==> src/rtl/ipi_pkg.sv <==
`timescale 1ns/1ps
package ipi_pkg;
  localparam int ADDR_W    = 16;
  localparam int DATA_W    = 32;
  localparam int WIN_CPU_W = 5;
  localparam int KINDS     = 2;
  localparam logic [15:0] EVT_TYPE_IPI = 16'd4;

  typedef enum logic [2:0] {
    ACC_NONE, ACC_EVENT, ACC_SEND, ACC_SET, ACC_CLR, ACC_MSET, ACC_MCLR
  } acc_e;

  typedef struct packed {
    acc_e                 kind;
    logic                 win;
    logic [WIN_CPU_W-1:0] cpu;
  } acc_t;

  // Map a byte address to an access kind, view and window core number
  function automatic acc_t addr_decode(input logic [ADDR_W-1:0] a);
    acc_t r;
    r.kind = ACC_NONE;
    r.win  = 1'b0;
    r.cpu  = a[11:7];
    if (a[15:12] == 4'h2 && a[11:6] == 6'd0) begin
      case (a[5:0])
        6'h04:   r.kind = ACC_EVENT;
        6'h08:   r.kind = ACC_SEND;
        6'h0c:   r.kind = ACC_CLR;
        6'h24:   r.kind = ACC_MSET;
        6'h28:   r.kind = ACC_MCLR;
        default: r.kind = ACC_NONE;
      endcase
    end else if (a[15:12] == 4'h5) begin
      r.win = 1'b1;
      case (a[6:0])
        7'h08:   r.kind = ACC_SET;
        7'h0c:   r.kind = ACC_CLR;
        7'h24:   r.kind = ACC_MSET;
        7'h28:   r.kind = ACC_MCLR;
        default: r.kind = ACC_NONE;
      endcase
    end
    return r;
  endfunction

  // Data word -> kind bits: [0] remote, [1] self
  function automatic logic [KINDS-1:0] kind_bits(input logic [DATA_W-1:0] d);
    return {d[31], d[0]};
  endfunction

  function automatic logic [DATA_W-1:0] kind_word(input logic [KINDS-1:0] k);
    return {k[1], 30'd0, k[0]};
  endfunction

  // Remote kind wins over self kind
  function automatic logic [KINDS-1:0] first_live(input logic [KINDS-1:0] live);
    if (live[0]) return 2'b01;
    if (live[1]) return 2'b10;
    return 2'b00;
  endfunction

  function automatic logic [DATA_W-1:0] event_word(input logic [KINDS-1:0] pick);
    if (pick[0]) return {EVT_TYPE_IPI, 16'd1};
    if (pick[1]) return {EVT_TYPE_IPI, 16'd2};
    return '0;
  endfunction
endpackage

==> src/rtl/ipi_port_decode.sv <==
`timescale 1ns/1ps
module ipi_port_decode
  import ipi_pkg::*;
#(
  parameter int N_CPU   = 4,
  parameter int PORT_ID = 0,
  localparam int CPU_W  = (N_CPU > 1) ? $clog2(N_CPU) : 1,
  localparam int OPS_W  = KINDS * N_CPU
) (
  input  logic              valid_i,
  input  logic              write_i,
  input  logic [ADDR_W-1:0] addr_i,
  input  logic [DATA_W-1:0] wdata_i,
  output logic [OPS_W-1:0]  set_o,
  output logic [OPS_W-1:0]  clr_o,
  output logic [OPS_W-1:0]  mset_o,
  output logic [OPS_W-1:0]  mclr_o,
  output logic              ev_rd_o,
  output acc_e              rd_kind_o,
  output logic [CPU_W-1:0]  rd_tgt_o
);
  acc_t             dec;
  logic [KINDS-1:0] kb;
  logic             in_range;
  int               tgt;
  logic             unused_wdata;

  assign unused_wdata = ^wdata_i;

  always_comb begin
    dec       = addr_decode(addr_i);
    kb        = kind_bits(wdata_i);
    in_range  = dec.win ? (int'(dec.cpu) < N_CPU) : 1'b1;
    tgt       = dec.win ? int'(dec.cpu) : PORT_ID;
    set_o     = '0;
    clr_o     = '0;
    mset_o    = '0;
    mclr_o    = '0;
    ev_rd_o   = 1'b0;
    rd_kind_o = ACC_NONE;
    rd_tgt_o  = dec.win ? dec.cpu[CPU_W-1:0] : CPU_W'(PORT_ID);
    if (valid_i && in_range) begin
      if (write_i) begin
        case (dec.kind)
          ACC_SEND: for (int t = 0; t < N_CPU; t++) set_o[KINDS*t] = wdata_i[t];
          ACC_SET:  set_o[KINDS*tgt +: KINDS]  = kb;
          ACC_CLR:  clr_o[KINDS*tgt +: KINDS]  = kb;
          ACC_MSET: mset_o[KINDS*tgt +: KINDS] = kb;
          ACC_MCLR: mclr_o[KINDS*tgt +: KINDS] = kb;
          default:  ;
        endcase
      end else begin
        rd_kind_o = dec.kind;
        ev_rd_o   = (dec.kind == ACC_EVENT);
      end
    end
  end
endmodule

==> src/rtl/ipi_event_pick.sv <==
`timescale 1ns/1ps
module ipi_event_pick
  import ipi_pkg::*;
(
  input  logic [KINDS-1:0]  pend_i,
  input  logic [KINDS-1:0]  mask_i,
  input  logic              hw_busy_i,
  input  logic              ev_rd_i,
  output logic [DATA_W-1:0] word_o,
  output logic [KINDS-1:0]  take_o
);
  logic [KINDS-1:0] pick;

  always_comb begin
    pick   = first_live(pend_i & ~mask_i);
    word_o = hw_busy_i ? '0 : event_word(pick);
    take_o = (ev_rd_i && !hw_busy_i) ? pick : '0;
  end
endmodule

==> src/rtl/ipi_cpu_state.sv <==
`timescale 1ns/1ps
module ipi_cpu_state
  import ipi_pkg::*;
(
  input  logic             clk,
  input  logic             rst_n,
  input  logic [KINDS-1:0] set_i,
  input  logic [KINDS-1:0] clr_i,
  input  logic [KINDS-1:0] mset_i,
  input  logic [KINDS-1:0] mclr_i,
  output logic [KINDS-1:0] pend_o,
  output logic [KINDS-1:0] mask_o
);
  always_ff @(posedge clk or negedge rst_n) begin
    if (!rst_n) begin
      pend_o <= '0;
      mask_o <= '1;
    end else begin
      pend_o <= (pend_o & ~clr_i) | set_i;
      mask_o <= (mask_o & ~mclr_i) | mset_i;
    end
  end
endmodule

==> src/rtl/ipi_unit.sv <==
`timescale 1ns/1ps
module ipi_unit
  import ipi_pkg::*;
#(
  parameter int N_CPU  = 4,
  localparam int CPU_W = (N_CPU > 1) ? $clog2(N_CPU) : 1,
  localparam int OPS_W = KINDS * N_CPU
) (
  input  logic                     clk,
  input  logic                     rst_n,
  input  logic [N_CPU-1:0]         req_valid,
  input  logic [N_CPU-1:0]         req_write,
  input  logic [N_CPU*ADDR_W-1:0]  req_addr,
  input  logic [N_CPU*DATA_W-1:0]  req_wdata,
  input  logic [N_CPU-1:0]         hw_busy,
  output logic [N_CPU-1:0]         rd_valid,
  output logic [N_CPU*DATA_W-1:0]  rd_data,
  output logic [N_CPU-1:0]         ipi_irq
);
  logic [OPS_W-1:0]  set_p  [N_CPU];
  logic [OPS_W-1:0]  clr_p  [N_CPU];
  logic [OPS_W-1:0]  mset_p [N_CPU];
  logic [OPS_W-1:0]  mclr_p [N_CPU];
  logic              ev_rd  [N_CPU];
  acc_e              rd_kind[N_CPU];
  logic [CPU_W-1:0]  rd_tgt [N_CPU];
  logic [DATA_W-1:0] ev_word[N_CPU];
  logic [KINDS-1:0]  pend_q [N_CPU];
  logic [KINDS-1:0]  mask_q [N_CPU];

  // Named internal events, observed by the bound checker
  logic [OPS_W-1:0]  set_all, clr_all, mset_all, mclr_all;
  logic [OPS_W-1:0]  take_all, pend_all, mask_all;

  for (genvar p = 0; p < N_CPU; p++) begin : g_port
    logic [DATA_W-1:0] rd_val;
    logic              rd_v_q;
    logic [DATA_W-1:0] rd_d_q;

    ipi_port_decode #(.N_CPU(N_CPU), .PORT_ID(p)) dec_i (
      .valid_i  (req_valid[p]),
      .write_i  (req_write[p]),
      .addr_i   (req_addr[p*ADDR_W +: ADDR_W]),
      .wdata_i  (req_wdata[p*DATA_W +: DATA_W]),
      .set_o    (set_p[p]),
      .clr_o    (clr_p[p]),
      .mset_o   (mset_p[p]),
      .mclr_o   (mclr_p[p]),
      .ev_rd_o  (ev_rd[p]),
      .rd_kind_o(rd_kind[p]),
      .rd_tgt_o (rd_tgt[p])
    );

    always_comb begin
      case (rd_kind[p])
        ACC_EVENT:          rd_val = ev_word[p];
        ACC_SET, ACC_CLR:   rd_val = kind_word(pend_q[rd_tgt[p]]);
        ACC_MSET, ACC_MCLR: rd_val = kind_word(mask_q[rd_tgt[p]]);
        default:            rd_val = '0;
      endcase
    end

    always_ff @(posedge clk or negedge rst_n) begin
      if (!rst_n) begin
        rd_v_q <= 1'b0;
        rd_d_q <= '0;
      end else begin
        rd_v_q <= req_valid[p] & ~req_write[p];
        if (req_valid[p] && !req_write[p]) rd_d_q <= rd_val;
      end
    end

    assign rd_valid[p]                   = rd_v_q;
    assign rd_data[p*DATA_W +: DATA_W]   = rd_d_q;
  end

  // Merge requests from all ports; auto-masking joins the mask-set path
  always_comb begin
    set_all  = '0;
    clr_all  = '0;
    mset_all = take_all;
    mclr_all = '0;
    for (int p = 0; p < N_CPU; p++) begin
      set_all  = set_all  | set_p[p];
      clr_all  = clr_all  | clr_p[p];
      mset_all = mset_all | mset_p[p];
      mclr_all = mclr_all | mclr_p[p];
    end
  end

  for (genvar c = 0; c < N_CPU; c++) begin : g_cpu
    ipi_event_pick pick_i (
      .pend_i   (pend_q[c]),
      .mask_i   (mask_q[c]),
      .hw_busy_i(hw_busy[c]),
      .ev_rd_i  (ev_rd[c]),
      .word_o   (ev_word[c]),
      .take_o   (take_all[c*KINDS +: KINDS])
    );

    ipi_cpu_state st_i (
      .clk   (clk),
      .rst_n (rst_n),
      .set_i (set_all[c*KINDS +: KINDS]),
      .clr_i (clr_all[c*KINDS +: KINDS]),
      .mset_i(mset_all[c*KINDS +: KINDS]),
      .mclr_i(mclr_all[c*KINDS +: KINDS]),
      .pend_o(pend_q[c]),
      .mask_o(mask_q[c])
    );

    assign pend_all[c*KINDS +: KINDS] = pend_q[c];
    assign mask_all[c*KINDS +: KINDS] = mask_q[c];
    assign ipi_irq[c] = |(pend_q[c] & ~mask_q[c]);
  end
endmodule

==> config.mk <==
export PLATFORM = sky130hd
export DESIGN_NAME = ipi_unit
export DESIGN_NICKNAME = d
export VERILOG_FILES = /design/src/rtl/ipi_pkg.sv /design/src/rtl/ipi_port_decode.sv /design/src/rtl/ipi_event_pick.sv /design/src/rtl/ipi_cpu_state.sv /design/src/rtl/ipi_unit.sv
export SDC_FILE = /design/constraint.sdc
export NUM_CORES = 1
export LEC_CHECK = 0
export BUFFER_PORTS_ARGS = -buffer_cell sky130_fd_sc_hd__buf_2
export CORE_AREA = 2 2 133 135
export DETAILED_ROUTE_END_ITERATION = 16
export DIE_AREA = 0 0 135 137
export SYNTH_ARGS = -nofsm -noshare
export SYNTH_HDL_FRONTEND = slang
export SYNTH_SLANG_ARGS = --single-unit
==> constraint.sdc <==
create_clock -name clk -period 1.6 [get_ports clk]
set_input_delay 0.08 -clock clk [delete_from_list [all_inputs] [get_ports clk]]
set_output_delay 0.08 -clock clk [all_outputs]
set_load 0.02 [all_outputs]
---- After elaboration in Yosys (flattened, before gate mapping) ----
Index checks and enable logic that the tools add are counted.
word-level totals
  memory bits (read-only) ................. 0
  bits in registers ....................... 148
  memories kept ........................... 0
  bits in latches ......................... 0
  bits in writable memories ............... 0
  output and inout port bits .............. 136
cells by class
  muxes and demuxes ....................... 216
  magnitude comparators ................... 8
  div/mod/pow operators ................... 0
  add/subtract/negate cells ............... 4
  reductions and logical operators ........ 40
  shift operators ......................... 8
  eq/ne operators ......................... 88
  multiply operators ...................... 0
  bitwise gates (word level) .............. 61
operators with widths
  operator                                              count
  2-to-1 mux 32 bit                                     20
  case mux 32 bit (3 select lines)                      4
  2-to-1 mux 8 bit                                      44
  negation 32 -> 33 bit                                 4
  variable shift 2 x 33 -> 8 bit, first input constant  4
  indexed part select 2 x 33 -> 8 bit                   4
  bitwise OR 8 bit                                      13
  2-to-1 mux 2 bit                                      40
  == test 3 bit, second input constant                  24
  case mux 3 bit (5 select lines)                       4
  == test 7 x 4 -> 1 bit, second input constant         8
  == test 7 x 6 -> 1 bit, second input constant         8
  2-to-1 mux 1 bit                                      56
  == test 6 x 4 -> 1 bit, second input constant         8
  == test 6 bit, second input constant                  8
  case mux 3 bit (4 select lines)                       4
  == test 3 x 2 -> 1 bit, second input constant         12
  2-to-1 mux 3 bit                                      12
  AND 8 bit                                             4
  binary-select mux 2 bit (select 2 bit)                8
  case mux 1 bit (2 select lines)                       16
  AND 2 bit                                             12
  == test 3 x 1 -> 1 bit, second input constant         8
  == test 6 x 3 -> 1 bit, second input constant         4
  15 further kinds                                      96

---- Depth between registers and ports, before layout ----
Gate-level depths: netlist (run 1).
  depth in word-level cells ............... 17
  depth in mapped cells ................... 15
  mapped depth without buffers ............ 13

---- Modules after synthesis ----
A second synthesis (run 1) with hierarchy kept.
second synthesis, totals
  cell total of the unflattened synthesis .. 1157
  area, all modules ....................... 10580.1 µm²
modules (own cells, without submodules)
  module                              times used  cells each  area an instance (µm²)
  ipi_unit                            1           464         5874.4
  ipi_event_pick                      4           39          269.0
  ipi_port_decode at g_port[1].dec_i  1           122         810.8
  ipi_port_decode at g_port[0].dec_i  1           131         805.8
  ipi_port_decode at g_port[3].dec_i  1           119         724.4
  ipi_port_decode at g_port[2].dec_i  1           117         698.2
  ipi_cpu_state                       4           12          147.6

---- Least setup slack after synthesis (run 1) ----
Ideal clock, no wire load.
  kind .................................... input port to flip-flop
  start ................................... input port req_addr[13]
  end ..................................... register g_cpu[3].st_i.pend_o[1]
  arrival time ............................ 2.989 ns
  cell stages on the path ................. 15
  path slack .............................. -1.529 ns
  setup time .............................. 0.140 ns
  data required time ...................... 1.460 ns
  path through ............................ nor4bb_1 clkbuf_1 and2_1 clkbuf_1 inv_1 ha_1 o21a_1 ha_1 nor2b_1 nand4b_1 or3b_2 o21ai_0 a21oi_1 o221ai_1 o211ai_1
between the ends
  word-level cells in the longest chain between the ends .. 16
  elaborated cells on any way between the ends .. 30
  those cells by class .................... add/sub: 1; eq/ne: 4; shift: 2; mux: 11; bitwise: 10; reduce/logical: 2
ends and longest elaborated chain
  element                                                                                line                                          text
  from (decl)                                                                            ipi_unit.sv:13                                input logic [N_CPU*ADDR_W-1:0] req_addr,
  == test 4 x 3 -> 1 bit or == test 4 x 2 -> 1 bit (tied branches)                       ipi_pkg.sv:34, ipi_pkg.sv:25
  2-to-1 mux 4 bit or logical AND 1 bit (tied branches)                                  ipi_pkg.sv:34, ipi_pkg.sv:25
  2-to-1 mux 1 bit                                                                       ipi_pkg.sv:25                                 if (a[15:12] == 4'h2 && a[11:6] == 6'd0) begin
  2-to-1 mux 5 bit                                                                       ipi_port_decode.sv:34                         tgt = dec.win ? int'(dec.cpu) : PORT_ID;
  negation 32 -> 33 bit                                                                  ipi_port_decode.sv:46, ipi_port_decode.sv:47
  indexed part select 2 x 33 -> 8 bit or variable shift 2 x 33 -> 8 bit (tied branches)  ipi_port_decode.sv:46, ipi_port_decode.sv:47
  AND 8 bit (no line)                                                                    -
  2-to-1 mux 8 bit                                                                       ipi_port_decode.sv:44                         case (dec.kind)
  2-to-1 mux 8 bit                                                                       ipi_port_decode.sv:43                         if (write_i) begin
  2-to-1 mux 8 bit                                                                       ipi_port_decode.sv:42                         if (valid_i && in_range) begin
  bitwise OR 8 bit (3 in a row)                                                          ipi_unit.sv:85                                clr_all = clr_all | clr_p[p];
  inverter 2 bit                                                                         ipi_cpu_state.sv:19                           pend_o <= (pend_o & ~clr_i) | set_i;
  AND 2 bit                                                                              ipi_cpu_state.sv:19
  bitwise OR 2 bit (*)                                                                   ipi_cpu_state.sv:19
  to (signal assigned)                                                                   ipi_cpu_state.sv:19
  to (decl)                                                                              ipi_cpu_state.sv:11                           output logic [KINDS-1:0] pend_o,
Every way passes the cells marked *; elsewhere a longest branch is shown, timed or not.
A chain may end at the register's enable or synchronous reset.

---- Final worst setup path (run 1) ----
  start ................................... input port req_addr[63]
  end ..................................... register g_cpu[3].st_i.pend_o[0]
between the ends
  word-level cells in the longest chain between the ends .. 14
  elaborated cells on any way between the ends .. 27
  those cells by class .................... add/sub: 1; eq/ne: 5; shift: 2; mux: 11; bitwise: 6; reduce/logical: 2
ends and longest elaborated chain
  element                                                                                line
  == test 4 x 3 -> 1 bit or == test 4 x 2 -> 1 bit (tied branches)                       ipi_pkg.sv:34, ipi_pkg.sv:25
  2-to-1 mux 4 bit or logical AND 1 bit (tied branches)                                  ipi_pkg.sv:34, ipi_pkg.sv:25
  2-to-1 mux 1 bit                                                                       ipi_pkg.sv:25
  2-to-1 mux 5 bit                                                                       ipi_port_decode.sv:34
  negation 32 -> 33 bit                                                                  ipi_port_decode.sv:46, ipi_port_decode.sv:47
  indexed part select 2 x 33 -> 8 bit or variable shift 2 x 33 -> 8 bit (tied branches)  ipi_port_decode.sv:46, ipi_port_decode.sv:47
  AND 8 bit (no line)                                                                    -
  2-to-1 mux 8 bit                                                                       ipi_port_decode.sv:44
  2-to-1 mux 8 bit                                                                       ipi_port_decode.sv:43
  2-to-1 mux 8 bit                                                                       ipi_port_decode.sv:42
  bitwise OR 8 bit                                                                       ipi_unit.sv:85
  inverter 2 bit                                                                         ipi_cpu_state.sv:19
  AND 2 bit                                                                              ipi_cpu_state.sv:19
  bitwise OR 2 bit (*)                                                                   ipi_cpu_state.sv:19
Marks and branches as above.

==> results of run 1 <==
-- cells by family after synthesis --
kind of cell | Yosys count
AND/OR/NAND/NOR | 348
AO/OA/AOI/OAI | 164
buffers and inverters | 157
flip-flops | 36
multiplexers | 30
adder cells (fa/ha/maj) | 8
XOR/XNOR | 7
other | 1
-- stage by stage --
step                       util  area [um^2]  hold WS, ns  std cells
after detailed placement  0.472         8060       0.0411       1323
after global routing      0.536         9150        0.160       1356
after CTS                 0.513         8760        0.115       1346
final                     0.536         9150        0.107       1356
after floorplan               -         6270       -0.216        862
after global placement    0.472         8060       0.0445       1323
-- worst paths after layout --
kind,startpoint,endpoint,slack (ns)
worst max-delay path,req_addr[63],g_cpu[3].st_i.pend_o[0]$_DFF_PN0_,-0.87
worst min-delay path,req_write[0],g_port[0].rd_v_q$_DFF_PN0_,0.11
worst max register to register,g_cpu[0].st_i.mask_o[1]$_DFF_PN1_,g_cpu[0].st_i.mask_o[1]$_DFF_PN1_,0.14
worst min register to register,g_port[1].rd_d_q[1]$_DFFE_PN0P_,g_port[1].rd_d_q[1]$_DFFE_PN0P_,0.47
max in group asynchronous,rst_n,g_cpu[1].st_i.mask_o[0]$_DFF_PN1_,0.70
min in group asynchronous,rst_n,g_port[0].rd_d_q[1]$_DFFE_PN0P_,0.28
-- per-layer routing --
metal / share of wire / global-route usage / wire length (um)
met1: 0.42 / 0.328 / 10100
met2: 0.48 / 0.433 / 11600
met5: 0 / 0 / 0
met4: 0.031 / 0.0891 / 743
met3: 0.074 / 0.0344 / 1790
-- flip-flops by register name (all words and copies together) (netlist names) --
register / flops
g_port.rd_d_q: 16
g_cpu.st_i.mask_o: 8
g_cpu.st_i.pend_o: 8
g_port.rd_v_q: 4
-- synthesized netlist by cell type (6+ instances only) --
| master | count | area [um^2] |
|---|---|---|
| or3_1 | 12 | 75.1 |
| o22ai_1 | 7 | 43.8 |
| nor3_1 | 27 | 135 |
| clkbuf_1 | 16 | 60.1 |
| o221ai_1 | 15 | 131 |
| o211ai_1 | 22 | 165 |
| and4_1 | 6 | 52.6 |
| nand2b_1 | 18 | 113 |
| mux2i_1 | 16 | 160 |
| a21oi_1 | 16 | 80.1 |
| o21ai_0 | 29 | 145 |
| nor3b_1 | 10 | 75.1 |
| dfrtp_1 | 28 | 701 |
| a21o_1 | 7 | 52.6 |
| ha_1 | 8 | 100 |
| nor2b_1 | 16 | 100 |
| nand2_1 | 77 | 289 |
| and3_1 | 10 | 62.6 |
| and3b_1 | 8 | 70.1 |
| dfstp_2 | 8 | 210 |
| mux2_2 | 14 | 158 |
| or2_2 | 6 | 37.5 |
| nand4_1 | 15 | 93.8 |
| inv_1 | 22 | 82.6 |
| a211oi_1 | 7 | 52.6 |
| a221oi_1 | 6 | 52.6 |
| nor4_1 | 13 | 81.3 |
| a31oi_1 | 7 | 43.8 |
| nand3_1 | 40 | 200 |
| nor2_1 | 45 | 169 |
| buf_4 | 116 | 871 |
-- repair_timing --
item,in CTS,in global routing
setup buffers,15,13
resized for setup,89,61
endpoints found under the setup margin,27,30
hold buffers,1,0
pin swaps,38,42
endpoints found under the hold margin,10,0
-- cell type report --
| cell class | instances | area, um^2 |
|---|---|---|
| fill | 1658 | 7910 |
| multi-input combinational | 669 | 4880 |
| timing repair buffer | 396 | 2830 |
| sequential | 36 | 911 |
| tap | 225 | 282 |
| clock buffer | 7 | 143 |
| inverter | 22 | 90.1 |
| clock inverter | 1 | 7.51 |
-- where the power goes --
group | switching, mW | leakage, nW | internal, mW
Clock | 0.438 | 0.0701 | 0.622
Combinational | 0.726 | 3.75 | 0.502
Sequential | 0.00226 | 0.469 | 0.917
-- critical path: cells and delay by family --
family          cells  cell delay, ns
compound gates      4            0.61
fa+ha+maj           2            0.31
buf+inv             1            0.09
simple gates        6            1.57
==> reports/metrics.yaml, run 1 <==
logic_synthesis:
  synth.distinct_cells: 79
  yosysWarningCount: 0
  synth_fa_ha_area_frac: 0.0179
  synthXorXnorAreaFrac: 0.0110
  synth-seq-cells: 36
  ys_dominant_reg_cell: "dfrtp_1"
  synth_area_per_cell_um2: 7.44
  synth_sequential_area_ratio: 0.163
  synth_area_um2: 5580
  muxShareOfSynthArea: 0.0569
  number_of_synthesized_flops_with_an_enable_pin: 0
  synth_simple_gate_area_share: 0.351
  async_reset_ff_frac: 1.00
  compound_cell_area_share_of_the_yosys_netlist: 0.215
  netlist_instances: 751
  largest_family_of_logic_cells_by_synthesized_area: "simple AND/OR/NAND/NOR gates"
critical_path:
  critical_path_peak_fanout: 5
  cpMaxStageDelayCell: "or4_4"
  ff2ff_path_depth: 5
  crit_required_ns: 1.78
  crit_chain: "buf_6, nand4bb_4, nor2_4, ha_4, o21a_1, ha_4, nand2b_4, or3_1, and3_4, or4_4, o2bb2ai_4, o21ai_1, a221o_1"
  worst_path_most_repeated_cell: "ha_4"
  setup.worst_path.class: "input pin to flip-flop"
  critical-path-max-stage-delay_ns: 0.54
  cp-end-kind: "flip-flop"
  timing.critical_path.arrival_ns: 2.65
  critical_path.startpoint_type: "input pin"
detailed_routing:
  num_vias: 7097
  routed_via_density: 5.23
  route.antenna.remaining_nets: 0
  detail_route.wirelength_mm: 24.3
  drt_iter0_drc: 545
  drc: 0
  dr_pass1_iterations: 7
  drt-wirelength-per-cell_um: 17.9
global_routing:
  grt_pass1_vias: 6829
  initial_antenna_violation_count: 0
  global_route.overflow_total: 0
  grt_start_max_net_pins: 17
  grt_use_total: 0.254
  wire_length_of_the_first_global_routing_pass_mm: 36.5
floorplanning:
  die-width_um: 135
  die-height_um: 137
  io_pins: 342
  design.die.area_um2: 18500
  fp-row-count: 48
  floorplan.initialDensity: 0.327
  standard_cell_core_area_um2: 17100
cts:
  cts_tree: "done"
  clkLatencyLatePin_ns: 0.29
  cts_buffers: 5
  worst_setup_hold_path_clk_slew_ns: 0.06
  h_tree_levels: 2
  cts_root_buffer_type: "clkbuf_16"
  cts.path.max_buffers: 2
  clock_sink_count: 36
placed_design:
  final_hpwl_from_detailed_placement_mm: 19.3
  detailedPlace.worstSlack_ns: -1.40
  globalplace.congestion: 1.02
  port-buffer-count: 121
sta:
  fin_skew_ns: 0.00599
  final_number_of_max_transition_violations: 0
  fin_tns_setup_ns: -12.36
  finalSetupViolations: 21
  layout_setup_ws_ns: -0.870
  layout_min_cycle_time_ns: 2.47
  period_share: 1.54
  grt_setup_unrepaired: "true"
  final_hold_viol_count: 0
  fmaxAchievable_mhz: 405
final_layout:
  drive_gt1_frac: 0.488
  nNetsFinal: 1344
  highest_count_cells_in_the_layout_ignoring_fill_and_taps: "buf_4, conb_1, buf_2"
  area.growth.synth_to_final_pct: 63.8
  final_common_cell: "buf_4"
  antenna_cells: 0
run_status:
  run_status: "finished with violations"
  violations: "negative setup slack"
pwr:
  pnr_total_power_mw: 3.21
  static_leak_nw: 4.29
  power.ir.vdd_worst_v: 0.000399
  power_density_nw_per_um2: 351
run:
  drv.max_cap_violation_count: 0
min_path:
  min_delay_path_depth: 3
  holdCritPathClass: "input pin to flip-flop"
No activity file was read; power rests on OpenSTA's default activity.
==> run 2: changes to the inputs <==
--- a/config.mk
+++ b/config.mk
@@ -6,9 +6,11 @@
 export NUM_CORES = 1
 export LEC_CHECK = 0
 export BUFFER_PORTS_ARGS = -buffer_cell sky130_fd_sc_hd__buf_2
-export CORE_AREA = 2 2 133 135
+export CORE_AREA = 3 3 132 134
+export CTS_BUF_LIST = sky130_fd_sc_hd__clkbuf_4 sky130_fd_sc_hd__clkbuf_8
 export DETAILED_ROUTE_END_ITERATION = 16
 export DIE_AREA = 0 0 135 137
+export PLACE_DENSITY = 0.65
 export SYNTH_ARGS = -nofsm -noshare
 export SYNTH_HDL_FRONTEND = slang
 export SYNTH_SLANG_ARGS = --single-unit
==> run 2 against run 1 <==
Against the previous run: critical endpoint is now g_cpu[0].st_i.mask_o[1]$_DFF_PN1_; clock skew rose by 0.0033 ns; the flow still finishes with violations (negative setup slack); clock power decreased by 33%; final cell count fell by 0.15%; register-to-register slack lost 0.05 ns; sequential share of layout area increased by 0.20 points; critical path depth unchanged; core utilization increased by 1.0 points.
==> reports/metrics.yaml, run 2 (synthesized netlist as in run 1, its figures left out) <==
pwr:
  pnr_total_power_mw: 2.83
  power.ir.vdd_worst_v: 0.000260
  power_density_nw_per_um2: 315
  static_leak_nw: 4.26
global_routing:
  grt_use_total: 0.241
  wire_length_of_the_first_global_routing_pass_mm: 35.0
  grt_start_max_net_pins: 37
  initial_antenna_violation_count: 0
  global_route.overflow_total: 0
  grt_pass1_vias: 6686
final_layout:
  top_register: "g_port.rd_d_q"
  largest_register_ffs: 16
  non_filler_instances: 1354
  nNetsFinal: 1347
  antenna_cells: 0
  top_regs: "g_port.rd_d_q (16), g_cpu.st_i.mask_o (8), g_cpu.st_i.pend_o (8)"
  layout.core_utilization: 0.546
  drive_gt1_frac: 0.476
  final_common_cell: "buf_4"
  highest_count_cells_in_the_layout_ignoring_fill_and_taps: "buf_4, conb_1, buf_2"
  area.growth.synth_to_final_pct: 60.5
cts:
  cts_tree: "done"
  cts.path.max_buffers: 2
  clkLatencyLatePin_ns: 0.31
  worst_setup_hold_path_clk_slew_ns: 0.08
  cts_root_buffer_type: "clkbuf_8"
  h_tree_levels: 2
  clock_sink_count: 36
  cts_buffers: 5
floorplanning:
  floorplan.initialDensity: 0.340
  die-height_um: 137
  design.die.area_um2: 18500
  fp-row-count: 47
  die-width_um: 135
  standard_cell_core_area_um2: 16400
  io_pins: 342
sta:
  finalSetupViolations: 22
  layout_setup_ws_ns: -0.938
  worst_slew_margin_rel: 0.628
  fmaxAchievable_mhz: 394
  final_number_of_max_transition_violations: 0
  layout_min_cycle_time_ns: 2.54
  period_share: 1.59
  timing.hold.ws_ns: 0.0818
  fin_skew_ns: 0.00928
  max_slew.worst_pin.slew_ns: 0.558
  final_hold_viol_count: 0
  grt_setup_unrepaired: "true"
critical_path:
  cpMaxStageDelayCell: "or4bb_4"
  crit_required_ns: 1.83
  critical_path.startpoint_type: "input pin"
  critical-path-max-stage-delay_ns: 0.53
  critical_path_peak_fanout: 3
  setup.worst_path.class: "input pin to flip-flop"
  timing.critical_path.arrival_ns: 2.77
  crit_chain: "buf_8, nor4bb_4, buf_4, nand2_4, ha_4, o21a_1, ha_1, or4bb_4, nor4_4, nand2_1, o221ai_2, a221oi_2, or3_1"
  cp-end-kind: "flip-flop"
detailed_routing:
  drc: 0
  topRoutingLayerUsed: "met4"
  drt-wirelength-per-cell_um: 17.5
  detail_route.wirelength_mm: 23.7
  routed_via_density: 5.26
  wl_met1_mm: 9.39
  drt_iter0_drc: 592
  route.antenna.remaining_nets: 0
  met3WireLength_mm: 2.00
  num_vias: 7127
  wl_met2_mm: 11.6
  dr_pass1_iterations: 6
run:
  drv.max_cap_violation_count: 0
min_path:
  holdCritPathClass: "input pin to flip-flop"
placed_design:
  port-buffer-count: 121
  placed_cells: 1324
  final_hpwl_from_detailed_placement_mm: 19.1
  detailedPlace.worstSlack_ns: -1.45
  globalplace.congestion: 0.980
run_status:
  run_status: "finished with violations"
  violations: "negative setup slack"
## run 2: cell count changes in the layout (fill, tap and decap cells not counted), sizes merged
cell / before / now
clkbuf: 7 / 5
buf: 395 / 398
clkinvlp: 1 / 0
inv: 21 / 22
clkinv: 1 / 3
## run 2: path summary, 6_finish.rpt
check / from / endpoint / slack, ns / depth (start not counted)
max in group asynchronous: rst_n / g_cpu[2].st_i.mask_o[1]$_DFF_PN1_ / 0.83 / 3
setup reg to reg: g_cpu[1].st_i.mask_o[0]$_DFF_PN1_ / g_cpu[1].st_i.mask_o[1]$_DFF_PN1_ / 0.09 / 5
setup / recovery: req_addr[31] / g_cpu[0].st_i.mask_o[1]$_DFF_PN1_ / -0.94 / 13
hold reg to reg: g_port[1].rd_d_q[1]$_DFFE_PN0P_ / g_port[1].rd_d_q[1]$_DFFE_PN0P_ / 0.48 / 2
min in group asynchronous: rst_n / g_port[1].rd_d_q[0]$_DFFE_PN0P_ / 0.38 / 3
hold / removal: req_write[0] / g_port[0].rd_v_q$_DFF_PN0_ / 0.08 / 3
## run 2: final cells by class
class	count	area (um^2)
Inverter	22	90.1
Multi-Input combinational cell	669	4760
Clock inverter	3	18.8
Sequential cell	36	911
Timing Repair Buffer	399	2840
Fill cell	1561	7440
Tap cell	220	275
Clock buffer	5	68.8
## run 2: routing by layer
| metal | vias to the layer above | GRT usage |
|---|---|---|
| met5 | - | 0 |
| met4 | 0 | 0.0901 |
| met3 | 46 | 0.0320 |
| met2 | 349 | 0.422 |
| met1 | 3370 | 0.302 |
| li1 | 3362 | - |
## run 2: critical path, delay by kind of cell
family | cells | cell delay [ns]
and+or+nand+nor | 6 | 1.61
adders and majority gates | 2 | 0.46
AOI/OAI and AO/OA | 3 | 0.33
buffers and inverters | 2 | 0.30
## run 2: what timing repair did
action,in CTS,in global routing
gates cloned,0,0
buffers inserted,17,8
endpoints found under the setup margin,24,28
hold buffers,1,0
gates resized for setup,76,46
pin swaps,42,30
endpoints found under the hold margin,28,0
## run 2: report_power, final
part | total, mW | switching (mW) | internal (mW)
Sequential | 0.918 | 0.00212 | 0.916
Clock | 0.711 | 0.407 | 0.305
Combinational | 1.20 | 0.708 | 0.490
## run 2: stage by stage
stage / TNS [ns] / instance area, um^2
2_1_floorplan: -14.84 / 6270
3_3_place_gp: -22.65 / 8080
3_5_place_dp: -23.98 / 8080
4_1_cts: -12.23 / 8670
5_1_grt: -15.37 / 8960
6_report: -13.18 / 8960
